`config.mk`:
```
export PLATFORM = sky130hd
export DESIGN_NAME = aux_mailbox
export DESIGN_NICKNAME = d
export VERILOG_FILES = /design/src/rtl/aux_mbox_pkg.sv /design/src/rtl/aux_con_regs.sv /design/src/rtl/aux_ctl_regs.sv /design/src/rtl/aux_irq_merge.sv /design/src/rtl/aux_mailbox.sv
export SDC_FILE = /design/constraint.sdc
export NUM_CORES = 1
export LEC_CHECK = 0
export ABC_AREA = 1
export BUFFER_PORTS_ARGS = -buffer_cell sky130_fd_sc_hd__buf_2
export CAP_MARGIN = 0
export CORE_UTILIZATION = 56
export DETAILED_ROUTE_END_ITERATION = 10
export PLACE_DENSITY_LB_ADDON = 0.2
export SLEW_MARGIN = 20
export SYNTH_ARGS = -nofsm -noshare
export SYNTH_HDL_FRONTEND = slang
export SYNTH_HIERARCHICAL = 1
export SYNTH_SLANG_ARGS = --single-unit
```
`constraint.sdc`:
```
create_clock -name clk_i -period 1.75 [get_ports clk_i]
set_input_delay 0.0875 -clock clk_i [delete_from_list [all_inputs] [get_ports clk_i]]
set_output_delay 0.0875 -clock clk_i [all_outputs]
set_load 0.02 [all_outputs]
```
`src/rtl/aux_mbox_pkg.sv`:
```
package aux_mbox_pkg;
  localparam int WORD_W = 32;
  localparam int HALF_W = WORD_W / 2;
  localparam int ADDR_W = 3;

  typedef enum logic [ADDR_W-1:0] {
    CR_STAT_H = 3'd0,
    CR_STAT_L = 3'd1,
    CR_IRQ_H  = 3'd2,
    CR_IRQ_L  = 3'd3,
    CR_DATA_H = 3'd4,
    CR_DATA_L = 3'd5
  } con_reg_e;

  // word-level bit positions seen by software
  localparam int PEND_RD_BIT = 26;
  localparam int PEND_CLR_BIT = 28;
  localparam int EN_RD_BIT = 20;
  localparam int EN_SET_BIT = 8;
  localparam int EN_CLR_BIT = 9;
  localparam int CTL_FLAG_BIT = 12;
  localparam int CTL_CLR_BIT = 13;

  // positions inside the upper half-word
  localparam int PEND_RD_H = PEND_RD_BIT - HALF_W;
  localparam int PEND_CLR_H = PEND_CLR_BIT - HALF_W;
  localparam int EN_RD_H = EN_RD_BIT - HALF_W;
endpackage

```
`src/rtl/aux_con_regs.sv`:
```
module aux_con_regs
  import aux_mbox_pkg::*;
(
  input  logic              clk_i,
  input  logic              rst_ni,
  input  logic              unlock_i,
  input  logic              nmi_i,
  input  logic              wr_i,
  input  logic [ADDR_W-1:0] addr_i,
  input  logic [HALF_W-1:0] wdata_i,
  output logic [HALF_W-1:0] rdata_o,
  input  logic              set_i,
  input  logic [WORD_W-1:0] set_word_i,
  output logic [WORD_W-1:0] con_word_o,
  output logic              push_o,
  output logic              pend_o,
  output logic              en_o
);
  logic              hold;
  logic              wr_ok;
  con_reg_e          reg_sel;
  logic              pend_q, en_q, push_q;
  logic [WORD_W-1:0] mbox_q;
  logic [WORD_W-1:0] con_q;

  assign reg_sel = con_reg_e'(addr_i);
  assign hold    = !unlock_i || nmi_i;
  assign wr_ok   = wr_i && !hold;

  always_ff @(posedge clk_i or negedge rst_ni) begin
    if (!rst_ni) begin
      pend_q <= 1'b0;
      en_q   <= 1'b0;
      push_q <= 1'b0;
      mbox_q <= '0;
      con_q  <= '0;
    end else begin
      push_q <= wr_ok && (reg_sel == CR_DATA_L);
      if (wr_ok && reg_sel == CR_DATA_H) con_q[WORD_W-1:HALF_W] <= wdata_i;
      if (wr_ok && reg_sel == CR_DATA_L) con_q[HALF_W-1:0] <= wdata_i;
      if (set_i) mbox_q <= set_word_i;
      if (hold) begin
        pend_q <= 1'b0;
        en_q   <= 1'b0;
      end else begin
        // set beats clear
        if (set_i) pend_q <= 1'b1;
        else if (wr_ok && reg_sel == CR_IRQ_H && wdata_i[PEND_CLR_H]) pend_q <= 1'b0;
        // enable beats disable
        if (wr_ok && reg_sel == CR_IRQ_L) begin
          if (wdata_i[EN_SET_BIT]) en_q <= 1'b1;
          else if (wdata_i[EN_CLR_BIT]) en_q <= 1'b0;
        end
      end
    end
  end

  always_comb begin
    rdata_o = '0;
    case (reg_sel)
      CR_STAT_H: rdata_o[PEND_RD_H] = pend_q;
      CR_IRQ_H:  rdata_o[EN_RD_H] = en_q;
      CR_DATA_H: rdata_o = mbox_q[WORD_W-1:HALF_W];
      CR_DATA_L: rdata_o = mbox_q[HALF_W-1:0];
      default:   rdata_o = '0;
    endcase
  end

  assign con_word_o = con_q;
  assign push_o     = push_q;
  assign pend_o     = pend_q;
  assign en_o       = en_q;

  assert_hold_clears_R8: assert property (@(posedge clk_i) disable iff (!rst_ni)
    (!unlock_i || nmi_i) |=> (!pend_q && !en_q));
  assert_set_wins_R9: assert property (@(posedge clk_i) disable iff (!rst_ni)
    (set_i && unlock_i && !nmi_i) |=> pend_q);
  assert_en_priority_R3: assert property (@(posedge clk_i) disable iff (!rst_ni)
    (wr_i && unlock_i && !nmi_i && addr_i == 3'd3 && wdata_i[EN_SET_BIT]) |=> en_q);
  assert_push_source_R5: assert property (@(posedge clk_i) disable iff (!rst_ni)
    (wr_i && addr_i == 3'd4) |=> !push_q);
endmodule

```
`src/rtl/aux_ctl_regs.sv`:
```
module aux_ctl_regs
  import aux_mbox_pkg::*;
(
  input  logic              clk_i,
  input  logic              rst_ni,
  input  logic              wr_i,
  input  logic              sel_i,
  input  logic [WORD_W-1:0] wdata_i,
  output logic [WORD_W-1:0] rdata_o,
  input  logic              push_i,
  input  logic [WORD_W-1:0] con_word_i,
  output logic              set_o,
  output logic [WORD_W-1:0] set_word_o
);
  logic flag_q;

  always_ff @(posedge clk_i or negedge rst_ni) begin
    if (!rst_ni) flag_q <= 1'b0;
    else if (push_i) flag_q <= 1'b1;
    else if (wr_i && !sel_i && wdata_i[CTL_CLR_BIT]) flag_q <= 1'b0;
  end

  always_comb begin
    rdata_o = '0;
    if (sel_i) rdata_o = con_word_i;
    else rdata_o[CTL_FLAG_BIT] = flag_q;
  end

  assign set_o      = wr_i && sel_i;
  assign set_word_o = wdata_i;

  assert_flag_set_R6: assert property (@(posedge clk_i) disable iff (!rst_ni)
    push_i |=> flag_q);
  assert_flag_clear_R6: assert property (@(posedge clk_i) disable iff (!rst_ni)
    (wr_i && !sel_i && wdata_i[CTL_CLR_BIT] && !push_i) |=> !flag_q);
endmodule

```
`src/rtl/aux_irq_merge.sv`:
```
module aux_irq_merge #(
  parameter int EXT_IRQ_N = 2
) (
  input  logic                 clk_i,
  input  logic                 rst_ni,
  input  logic                 unlock_i,
  input  logic                 pend_i,
  input  logic                 en_i,
  input  logic [EXT_IRQ_N-1:0] ext_irq_i,
  output logic                 irq_o
);
  logic [EXT_IRQ_N:0] chain;
  logic               irq_q;

  assign chain[0] = pend_i && en_i;
  for (genvar g = 0; g < EXT_IRQ_N; g++) begin : g_or
    assign chain[g+1] = chain[g] || ext_irq_i[g];
  end

  always_ff @(posedge clk_i or negedge rst_ni) begin
    if (!rst_ni) irq_q <= 1'b0;
    else irq_q <= unlock_i && chain[EXT_IRQ_N];
  end

  assign irq_o = irq_q;

  assert_locked_quiet_R8: assert property (@(posedge clk_i) disable iff (!rst_ni)
    !unlock_i |=> !irq_o);
  assert_irq_follows_R4: assert property (@(posedge clk_i) disable iff (!rst_ni)
    (unlock_i && pend_i && en_i) |=> irq_o);
  assert_irq_masked_R4: assert property (@(posedge clk_i) disable iff (!rst_ni)
    (!en_i && ext_irq_i == '0) |=> !irq_o);
endmodule

```
`src/rtl/aux_mailbox.sv`:
```
module aux_mailbox
  import aux_mbox_pkg::*;
#(
  parameter int EXT_IRQ_N = 2
) (
  input  logic                 clk_i,
  input  logic                 rst_ni,
  input  logic                 unlock_i,
  input  logic                 nmi_i,
  input  logic                 con_wr_i,
  input  logic [2:0]           con_addr_i,
  input  logic [15:0]          con_wdata_i,
  output logic [15:0]          con_rdata_o,
  input  logic                 ctl_wr_i,
  input  logic                 ctl_sel_i,
  input  logic [31:0]          ctl_wdata_i,
  output logic [31:0]          ctl_rdata_o,
  input  logic [EXT_IRQ_N-1:0] ext_irq_i,
  output logic                 irq_o
);
  logic              set_w, push_w, pend_w, en_w;
  logic [WORD_W-1:0] set_word_w, con_word_w;

  aux_con_regs u_con (
    .clk_i      (clk_i),
    .rst_ni     (rst_ni),
    .unlock_i   (unlock_i),
    .nmi_i      (nmi_i),
    .wr_i       (con_wr_i),
    .addr_i     (con_addr_i),
    .wdata_i    (con_wdata_i),
    .rdata_o    (con_rdata_o),
    .set_i      (set_w),
    .set_word_i (set_word_w),
    .con_word_o (con_word_w),
    .push_o     (push_w),
    .pend_o     (pend_w),
    .en_o       (en_w)
  );

  aux_ctl_regs u_ctl (
    .clk_i      (clk_i),
    .rst_ni     (rst_ni),
    .wr_i       (ctl_wr_i),
    .sel_i      (ctl_sel_i),
    .wdata_i    (ctl_wdata_i),
    .rdata_o    (ctl_rdata_o),
    .push_i     (push_w),
    .con_word_i (con_word_w),
    .set_o      (set_w),
    .set_word_o (set_word_w)
  );

  aux_irq_merge #(.EXT_IRQ_N(EXT_IRQ_N)) u_irq (
    .clk_i     (clk_i),
    .rst_ni    (rst_ni),
    .unlock_i  (unlock_i),
    .pend_i    (pend_w),
    .en_i      (en_w),
    .ext_irq_i (ext_irq_i),
    .irq_o     (irq_o)
  );
endmodule

```
Yosys cells after proc, flatten, opt, wreduce, memory -nomap -nowiden
Cells that the tools add are included.
{"block": "word_totals", "ff_bits": 69, "in_bits": 60, "output_inout_bits": 49, "wordCells": 52}
{"block": "classes", "eq_ne": 4, "n_mux": 17, "reduce_logical": 23}
{"cell": "one-hot mux 5 bit (2 select lines)", "n": 2}
{"cell": "two-way mux 19 bit", "n": 1}
{"cell": "two-way mux 12 bit", "n": 1}
{"cell": "logical AND 1 bit", "n": 11}
{"cell": "two-way mux 1 bit", "n": 10}
{"cell": "one-hot mux 4 bit (2 select lines)", "n": 1}
{"cell": "== test 3 x 2 -> 1 bit (second input constant)", "n": 2}
{"cell": "== test 3 bit (second input constant)", "n": 2}
{"cell": "one-hot mux 1 bit (3 select lines)", "n": 2}
{"cell": "nonzero test 3 bit", "n": 2}
{"cell": "nonzero test 2 bit", "n": 2}
{"cell": "zero test 1 bit", "n": 3}
{"cell": "zero test 3 bit", "n": 1}
{"cell": "logical OR 1 bit", "n": 3}
{"cell": "AND reduction 2 bit", "n": 1}

Depth between registers and ports, before layout
Gate-level depths: netlist of run 1.
{"block": "logic_depth", "ltp_word": 9, "depth_mapped": 7, "ltp_nobuf": 6}

Cells and area by module
Netlist of run 1, hierarchy kept.
{"mod": "aux_con_regs", "instances": 1, "cells_per_inst": 303, "area_each_um2": 3086.7, "seq_area_each_um2": 1676.6}
{"mod": "aux_ctl_regs", "instances": 1, "cells_per_inst": 109, "area_each_um2": 581.8, "seq_area_each_um2": 25.0}
{"mod": "aux_irq_merge", "instances": 1, "cells_per_inst": 5, "area_each_um2": 41.3, "seq_area_each_um2": 25.0}

Worst setup path after synthesis of run 1
OpenSTA, ideal clock, no wires.
{"block": "synth_timing", "path_kind": "input to register", "from": "in nmi_i", "to": "reg u_con.con_q[8], in the netlist u_con/con_word_o[8]", "setup_time_ns": 0.120, "arrival_time_ns": 0.793, "required_ns": 1.630, "setup_slack_ns": 0.837, "cell_stages": 7, "n_path_buf": 1, "cell_sequence": "inv_1 > nand2_1 > nor2_8 > nand3_4 > buf_6 > nand2_2 > o21ai_2"}
{"block": "synth_via", "elab_chain_cells": 4}
{"element": "from (decl)", "line_no": "aux_mailbox.sv:9", "rtl": "input logic nmi_i,"}
{"element": "logical OR 1 bit", "line_no": "aux_con_regs.sv:27", "rtl": "assign hold = !unlock_i || nmi_i;"}
{"element": "zero test 1 bit", "line_no": "aux_con_regs.sv:28", "rtl": "assign wr_ok = wr_i && !hold;"}
{"element": "logical AND 1 bit", "line_no": "aux_con_regs.sv:28"}
{"element": "logical AND 1 bit", "line_no": "aux_con_regs.sv:40", "rtl": "if (wr_ok && reg_sel == CR_DATA_L) con_q[HALF_W-1:0] <= wdata_i;"}
{"element": "to (signal, indexed assignment)", "line_no": "aux_con_regs.sv:39", "rtl": "if (wr_ok && reg_sel == CR_DATA_H) con_q[WORD_W-1:HALF_W] <= wdata_i;"}
{"element": "to (signal, indexed assignment)", "line_no": "aux_con_regs.sv:40"}
{"element": "to (decl)", "line_no": "aux_con_regs.sv:24", "rtl": "logic [WORD_W-1:0] con_q;"}
No other way between the ends.
A chain may end at the register's enable or synchronous reset.

Final worst setup path of run 1
{"block": "layout_timing", "from": "in unlock_i", "to": "reg u_con.con_q[0], in the netlist u_con/con_word_o[0]"}
{"block": "layout_via", "elab_chain_cells": 5}
{"element": "from (decl)", "line_no": "aux_mailbox.sv:8", "rtl": "input logic unlock_i,"}
{"element": "zero test 1 bit", "line_no": "aux_con_regs.sv:27"}
{"element": "logical OR 1 bit", "line_no": "aux_con_regs.sv:27"}
{"element": "zero test 1 bit", "line_no": "aux_con_regs.sv:28"}
{"element": "logical AND 1 bit", "line_no": "aux_con_regs.sv:28"}
{"element": "logical AND 1 bit", "line_no": "aux_con_regs.sv:40"}
No other way between the ends.

==> results of run 1 <==
-- state kept, by name, indices dropped and copies added (netlist names) --
register / cells
u_con/con_word_o: 32
u_con/en_o: 1
u_con/mbox_q: 32
u_con/pend_o: 1
u_con/push_o: 1
u_ctl/flag_q: 1
u_irq/irq_o: 1
-- synth_stat cells (4+ instances only) --
master | n | share of area
o21ai_0 | 30 | 0.040
buf_6 | 11 | 0.033
nor2_1 | 6 | 0.0061
nand3_1 | 5 | 0.0067
o22ai_1 | 4 | 0.0067
o22ai_2 | 10 | 0.034
buf_4 | 33 | 0.067
inv_1 | 85 | 0.086
dfrtp_1 | 69 | 0.47
o21ai_2 | 32 | 0.076
nand2_1 | 82 | 0.083
nand2_2 | 28 | 0.047
-- metal layers --
layer	vias up	global-route usage
li1	1447	-
met2	95	0.405
met3	18	0.0457
met1	1307	0.291
met4	0	0.103
met5	-	0
-- layout make-up --
cell class	instances	area [µm²]	share of cell area
multi-input combinational	210	1250	0.279
timing repair buffer	146	936	0.208
sequential	69	1730	0.384
clock inverter	2	10.0	0.00222
tap	77	96.3	0.0214
inverter	87	329	0.0731
clock buffer	13	149	0.0331
-- metrics by stage --
step / total power [mW] / utilization
floorplan: 2.62 / -
global placement: 2.82 / 0.627
detailed placement: 2.86 / 0.627
CTS: 4.00 / 0.703
global route: 4.22 / 0.705
finish: 3.97 / 0.705
-- worst reg2reg max path, cell delays in order, from the launching register on --
cell and delay [ns]:
dfrtp_1 0.40, nand2_1 0.08, a21oi_1 0.06, dlygate4sd3_1 0.55
-- report_power, final --
part | switching [mW] | internal, mW | leakage, nW
Sequential | 0.120 | 1.83 | 0.875
Combinational | 0.543 | 0.395 | 1.63
Clock | 0.542 | 0.542 | 0.0833
-- cell families after synthesis --
family | Yosys count
muxes | 2
buffers and inverters | 138
DFF | 69
and+or+nand+nor | 127
AOI/OAI and AO/OA | 81
-- how the worst min path moves through the flow --
stage	start	end	cells after the start
2_1_floorplan	rst_ni	u_con/con_word_o[0]	0
3_3_place_gp	rst_ni	u_con/con_word_o[26]	2
3_5_place_dp	rst_ni	u_con/con_word_o[26]	2
4_1_cts	ctl_wdata_i[26]	u_con/mbox_q[26]	2
5_1_grt	ctl_wdata_i[13]	u_con/mbox_q[13]	3
6_report	ctl_wdata_i[13]	u_con/mbox_q[13]	3
-- timing repair --
| item | in CTS | in global routing |
|---|---|---|
| hold buffers | 33 | 1 |
| buffers inserted | 0 | 0 |
| endpoints found under the hold margin | 100 | 1 |
==> results_dict.tcl, run 1 <==
set metrics [dict create \
    setup_violations 0 \
    leakage_nw 2.58 \
    cp_cell_sequence "dlygate4sd3_1 -> buf_2 -> nand2_1 -> nor2_8 -> nand3_4 -> nand2_1 -> o21ai_2" \
    wirelength_mm 7.55 \
    port_buffers 108 \
    ir_drop_uv 626 \
    syn_to_final_growth_pct 21.3 \
    wl_met3_um 330 \
    max_freq_ghz 0.618 \
    worst_skew_pair.late_latency_ns 0.33 \
    synth-seq-area-share 0.465 \
    relSlewSlack 0.644 \
    final_common_cell "buf_2" \
    cts_resized 0 \
    highest_layer "met4" \
    rows 29 \
    place_hpwl_mm 4.64 \
    die_h_um 83.4 \
    grt_pass1_wl_mm 13.0 \
    synth-simple-area-share 0.168 \
    syn-num-nets 477 \
    core_area_um2 6390 \
    status "finished, final reports clean" \
    wl_per_cell_um 12.5 \
    drtPass1Iterations 4 \
    critical_path_required_ns 1.95 \
    finalWorstSetupSlack_ns 0.133 \
    io_pins 109 \
    synthAdderAreaFrac 0 \
    fin_area_um2 4500 \
    synth-main-ff-cell "dfrtp_1" \
    min_period_over_period 0.924 \
    grt-ovfl-total 0 \
    fin_cells 604 \
    yosys.cell_types.count 25 \
    critPathMaxFanout 33 \
    worst-r2r-cell-count 3 \
    cts_tree "built" \
    report.final.slew_viol_count 0 \
    cp-endpoint "u_con/con_word_o[0]" \
    skew_ns 0.00464 \
    r2r-start "u_con/pend_o" \
    wl_met2_mm 3.75 \
    fin_crit_ns 1.62 \
    synth_xor_area_frac 0 \
    rr_endpoint "u_irq/irq_o" \
    finalNetCount 583 \
    antenna_found_initial 0 \
    yosysWarnings 6 \
    numCtsBuffers 9 \
    die_x_um 83.4 \
    place_congestion 0.799 \
    drv_cap 0 \
    vias 2867 \
    wl_met1_mm 3.30 \
    drc 0 \
    min_path_type "in -> reg" \
    ant_nets 0 \
    worst_ep_arrival_time_ns 1.82 \
    startpoint "unlock_i" \
    clock_path_buffers 2 \
    grt_pass1_vias 2879 \
    path_buf_inv 2 \
    reg2reg_slack_ns 0.55 \
    start_util 0.581 \
    criticalPathCategory "in -> reg" \
    drt_iter0_drc 136 \
    synthMuxAreaShare 0.00607 \
    dp_worst_setup_slack_ns 0.333 \
    critPathCaptureType "register" \
    die-area_um2 6950 \
    ys_ff_latch 69 \
    worst_slew_pin_slew_ns 0.533 \
    synthesis.area_um2 3710 \
    final_cell_mix "108 x buf_2, 85 x inv_1, 82 x nand2_1, 69 x dfrtp_1, 34 x dlygate4sd3_1" \
    synth_top_family_by_area "buffers and inverters" \
    fillers 499 \
    grtUsageTotal 0.237 \
    finalSetupTns_ns 0 \
    clock_sinks 69 \
    placed_area_um2 4000 \
    synth-compound-area-share 0.165 \
    synth_edf_count 0 \
    path_common_cell "nand2_1" \
    critical_path.max_stage_delay_ns 0.55 \
    startpoint_type "primary input" \
    hold-worst-slack_ns 0.0145 \
    grt_max_degree 70 \
    antenna_cells 0 \
    clkTransAtPathRegs_ns 0.06 \
    path_depth 7 \
    p_per_area_nw_per_um2 883 \
    htreeDepth 3 \
    postSynthCellCount 417 \
    cp_slowest_cell "dlygate4sd3_1" \
    dp.cells 555 \
    crit_family "simple AND/OR/NAND/NOR gates" \
    synth.avg_cell_area_um2 8.90 \
    final_hold_viol_count 0 \
    viasPerCell 4.75 \
    rsz0062_at_grt "false" \
    cts_root_buf "clkbuf_8" \
    drive_above_1_share 0.387 \
    async_flop_share 1.00 \
]
(Power assumes the default switching activity.)
==> inputs of run 2 (changes only) <==
--- a/config.mk
+++ b/config.mk
@@ -8,7 +8,7 @@
 export ABC_AREA = 1
 export BUFFER_PORTS_ARGS = -buffer_cell sky130_fd_sc_hd__buf_2
 export CAP_MARGIN = 0
-export CORE_UTILIZATION = 56
+export CORE_UTILIZATION = 55
 export DETAILED_ROUTE_END_ITERATION = 10
 export PLACE_DENSITY_LB_ADDON = 0.2
 export SLEW_MARGIN = 20
==> run 2 against run 1 <==
Critical endpoint is now u_con/con_word_o[1]. Critical path depth stayed put. Final cell count is 0.33% higher. Flip-flop and latch count stayed put. Largest power group unchanged. Power is 16% higher. Sequential share of layout area is 0.83 points lower. Global-route usage is 1.0 points lower. Worst hold slack better by 0.0075 ns. Highest routed layer unchanged. The run now ends with DRC left.
==> results_dict.tcl, run 2 (synthesis gave the netlist of run 1 again) <==
set metrics [dict create \
    die-area_um2 7080 \
    drt_iter0_drc 139 \
    ir_drop_uv 591 \
    viasPerCell 4.71 \
    crit_family "simple AND/OR/NAND/NOR gates" \
    grt-ovfl-total 0 \
    worst_ep_arrival_time_ns 1.75 \
    fin_crit_ns 1.54 \
    critical_path.max_stage_delay_ns 0.51 \
    cts_setup_buffers 0 \
    finalWorstSetupSlack_ns 0.215 \
    clock_path_buffers 2 \
    max_freq_ghz 0.651 \
    final_cell_mix "108 x buf_2, 85 x inv_1, 82 x nand2_1, 69 x dfrtp_1, 35 x dlygate4sd3_1" \
    min_path_type "in -> reg" \
    syn_to_final_growth_pct 24.0 \
    wl_per_cell_um 12.1 \
    antenna_cells 0 \
    grt_max_degree 70 \
    reg2reg_slack_ns 0.55 \
    relSlewSlack 0.648 \
    io_pins 109 \
    final_common_cell "buf_2" \
    core_area_um2 6420 \
    criticalPathCategory "in -> reg" \
    path_buf_inv 2 \
    critical_path_required_ns 1.97 \
    p_per_area_nw_per_um2 998 \
    numCtsBuffers 9 \
    cts_tree "built" \
    critPathMaxFanout 33 \
    hold-worst-slack_ns 0.0220 \
    start_util 0.578 \
    cts_root_buf "clkbuf_8" \
    finalNetCount 584 \
    setup_violations 0 \
    dp_worst_setup_slack_ns 0.343 \
    cp_cell_sequence "dlygate4sd3_1 -> buf_2 -> nand2_1 -> nor2_8 -> nand3_4 -> nand2_1 -> o21ai_2" \
    final_hold_viol_count 0 \
    startpoint_type "primary input" \
    drtPass1Iterations 7 \
    place_hpwl_mm 4.66 \
    grtUsageTotal 0.227 \
    antenna_found_initial 0 \
    vias 2853 \
    clkTransAtPathRegs_ns 0.08 \
    place_congestion 0.773 \
    rsz0062_at_grt "false" \
    min_period_over_period 0.877 \
    drive_above_1_share 0.393 \
    failed_checks "DRC" \
    htreeDepth 3 \
    port_buffers 108 \
    status "finished with violations" \
    drv_cap 0 \
    critPathCaptureType "register" \
    path_common_cell "nand2_1" \
    finalSetupTns_ns 0 \
    grt_pass1_wl_mm 12.7 \
    rows 29 \
    clock_sinks 69 \
    drc 12 \
    worst_slew_pin_slew_ns 0.528 \
    cp_slowest_cell "dlygate4sd3_1" \
    die_h_um 84.1 \
    report.final.slew_viol_count 0 \
    ant_nets 0 \
    grt_pass1_vias 2807 \
    die_x_um 84.1 \
    wirelength_mm 7.36 \
    worst_skew_pair.late_latency_ns 0.34 \
    skew_ns 0.00189 \
    leakage_nw 2.63 \
]
==> run 2: changes by cell type in the layout (fill, tap and decap cells not counted), sizes merged <==
cell	change
clkinvlp	+1
bufinv	+4
clkbuf	-4
dlygate4sd3	+1
==> run 2: worst paths after layout <==
check | cells past startpoint | to | startpoint
max in group asynchronous | 3 | u_con/mbox_q[23] | rst_ni
hold / removal | 3 | u_con/con_word_o[26] | con_wdata_i[10]
setup reg to reg | 3 | u_irq/irq_o | u_con/en_o
min in group asynchronous | 3 | u_con/con_word_o[23] | rst_ni
setup / recovery | 7 | u_con/con_word_o[1] | unlock_i
hold reg to reg | 2 | u_ctl/flag_q | u_con/push_o
==> run 2: what timing repair did <==
action	CTS	global route
hold buffers	35	0
hold endpoints to repair	102	0
gates resized for setup	0	0
==> run 2: routing by layer <==
| layer | GRT usage | up-vias | wire (µm) |
|---|---|---|---|
| met3 | 0.0531 | 14 | 386 |
| li1 | - | 1446 | - |
| met1 | 0.300 | 1305 | 3330 |
| met5 | 0 | - | 0 |
| met2 | 0.364 | 88 | 3520 |
| met4 | 0.0893 | 0 | 125 |
==> run 2: per-stage QoR <==
step / utilization / cells / power [mW] / cell area (µm²)
finish: 0.717 / 606 / 4.59 / 4600
global route: 0.717 / 606 / 4.83 / 4600
CTS: 0.717 / 606 / 4.62 / 4600
detailed placement: 0.621 / 555 / 2.85 / 3990
global placement: 0.621 / 555 / 2.82 / 3990
floorplan: - / 417 / 2.62 / 3710
==> run 2: area by class of cell <==
cell class,instances,area [µm²]
inverters,87,329
flip-flops and latches,69,1730
well taps,77,96.3
repair buffers,147,933
clock inverters,7,138
multi-input cells,210,1250
fillers,508,1820
clock buffers,9,124
==> run 2: worst min-delay path, stage by stage <==
cell and delay (ns):
buf_2 0.07, inv_1 0.05, o21ai_2 0.12
==> run 2: where the power goes <==
group          switching, mW  leakage [nW]  internal (mW)  total (mW)
sequential             0.121         0.875           1.83        1.95
clock                  0.624         0.129           1.09        1.71
combinational          0.538          1.63          0.393       0.930
==> inputs of run 3 (changes only) <==
--- a/config.mk
+++ b/config.mk
@@ -8,7 +8,9 @@
 export ABC_AREA = 1
 export BUFFER_PORTS_ARGS = -buffer_cell sky130_fd_sc_hd__buf_2
 export CAP_MARGIN = 0
-export CORE_UTILIZATION = 55
+export CELL_PAD_IN_SITES_DETAIL_PLACEMENT = 1
+export CELL_PAD_IN_SITES_GLOBAL_PLACEMENT = 1
+export CORE_UTILIZATION = 41
 export DETAILED_ROUTE_END_ITERATION = 10
 export PLACE_DENSITY_LB_ADDON = 0.2
 export SLEW_MARGIN = 20
==> constraint.sdc (replaced) <==
create_clock -name clk_i -period 1.98 [get_ports clk_i]
set_input_delay 0.099 -clock clk_i [delete_from_list [all_inputs] [get_ports clk_i]]
set_output_delay 0.099 -clock clk_i [all_outputs]
set_load 0.02 [all_outputs]
==> run 3 against run 2 <==
Critical endpoint is now u_con/con_word_o[0]. Critical path type unchanged. The run now ends clean. Utilization shrank 19 points. Largest power group unchanged. First-iteration DRC count shrank 42%. Register-to-register slack gained 0.68 ns. Clock skew grew 0.0035 ns.
==> results_dict.tcl, run 3 (synthesis gave the netlist of run 1 again) <==
set metrics [dict create \
    status "finished, final reports clean" \
    place_hpwl_mm 5.45 \
    port_buffers 108 \
    p_per_area_nw_per_um2 809 \
    rr_endpoint "u_con/mbox_q[26]" \
    vias 2851 \
    place_congestion 0.767 \
    final_hold_viol_count 0 \
    finalSetupTns_ns 0 \
    finalWorstSetupSlack_ns 0.344 \
    drive_above_1_share 0.391 \
    grt_pass1_wl_mm 14.2 \
    drv_cap 0 \
    placed_area_um2 4040 \
    wl_per_cell_um 12.6 \
    worst_ep_arrival_time_ns 1.84 \
    antenna_found_initial 0 \
    final_common_cell "buf_2" \
    critPathCaptureType "register" \
    min_from "ctl_wdata_i[13]" \
    report.final.slew_viol_count 0 \
    critical_path_required_ns 2.18 \
    final_cell_mix "107 x buf_2, 84 x inv_1, 82 x nand2_1, 69 x dfrtp_1, 33 x dlygate4sd3_1" \
    htreeDepth 3 \
    drtPass1Iterations 4 \
    max_freq_ghz 0.611 \
    finalNetCount 582 \
    rows 34 \
    clock_path_buffers 2 \
    startpoint_type "primary input" \
    die-area_um2 9430 \
    setup_violations 0 \
    ant_nets 0 \
    leakage_nw 2.59 \
    die_h_um 97.1 \
    core_area_um2 8720 \
    rsz0062_at_grt "false" \
    antenna_cells 0 \
    clkTransAtPathRegs_ns 0.07 \
    worst-r2r-cell-count 1 \
    dp_worst_setup_slack_ns 0.497 \
    hold_depth 3 \
    fin_crit_ns 1.64 \
    r2r-start "u_con/mbox_q[26]" \
    wirelength_mm 8.03 \
    relSlewSlack 0.612 \
    viasPerCell 4.49 \
    die_x_um 97.1 \
    fin_area_um2 4570 \
    grt_pass1_vias 2945 \
    grtUsageTotal 0.186 \
    cts_resized 0 \
    reg2reg_slack_ns 1.23 \
    drc 0 \
    grt_max_degree 65 \
    cts_root_buf "clkbuf_8" \
    cts_tree "built" \
    syn_to_final_growth_pct 23.1 \
    grt-ovfl-total 0 \
    numCtsBuffers 9 \
    ir_drop_uv 265 \
    worst_slew_pin_slew_ns 0.578 \
    criticalPathCategory "in -> reg" \
    clock_sinks 69 \
    io_pins 109 \
    hold_path_end "u_con/mbox_q[13]" \
    critPathMaxFanout 33 \
    drt_iter0_drc 81 \
    start_util 0.425 \
    skew_ns 0.00537 \
    hold-worst-slack_ns 0.00766 \
    min_period_over_period 0.826 \
    worst_skew_pair.late_latency_ns 0.33 \
    min_path_type "in -> reg" \
]
run 3: per-layer routing:
layer,vias to the layer above,global-route usage,wire length [µm]
met3,10,0.0388,407
li1,1443,-,-
met1,1319,0.238,3610
met4,0,0.0666,105
met2,79,0.310,3900
met5,-,0,0
run 3: critical path: stages:
cell	delay (ns)
dlygate4sd3_1	0.52
buf_2	0.11
nand2_1	0.16
nor2_8	0.19
nand3_4	0.44
nand2_1	0.22
o21ai_2	0.07
run 3: what timing repair did:
action                                 CTS  global route
setup buffers                            0             0
endpoints found under the hold margin  101             0
hold buffers                            33             0
run 3: power by group:
group,switching (mW),leakage (nW),internal [mW]
sequential,0.104,0.875,1.62
clock,0.529,0.0964,0.614
combinational,0.480,1.62,0.348
total,1.11,2.59,2.58
run 3: worst max-delay path by stage:
| stage | from | end | slack, ns |
|---|---|---|---|
| 2_1_floorplan | nmi_i | u_con/con_word_o[8] | 1.06 |
| 3_3_place_gp | nmi_i | u_con/con_word_o[0] | 0.53 |
| 3_5_place_dp | nmi_i | u_con/con_word_o[0] | 0.50 |
| 4_1_cts | unlock_i | u_con/con_word_o[0] | 0.36 |
| 5_1_grt | unlock_i | u_con/con_word_o[0] | 0.25 |
| 6_report | unlock_i | u_con/con_word_o[0] | 0.34 |
run 3: metrics by stage:
stage               cells  utilization  power [mW]
floorplan             417            -        2.31
global route          635        0.524        3.91
CTS                   635        0.524        3.74
finish                635        0.524        3.69
global placement      586        0.464        2.51
detailed placement    586        0.464        2.54
run 3: area by class of cell:
type | instances | area [µm²]
fill | 1057 | 4150
sequential | 69 | 1730
multi-input combinational | 210 | 1250
timing repair buffer | 145 | 928
inverter | 87 | 329
clock buffer | 12 | 145
tap | 108 | 135
clock inverter | 4 | 47.5
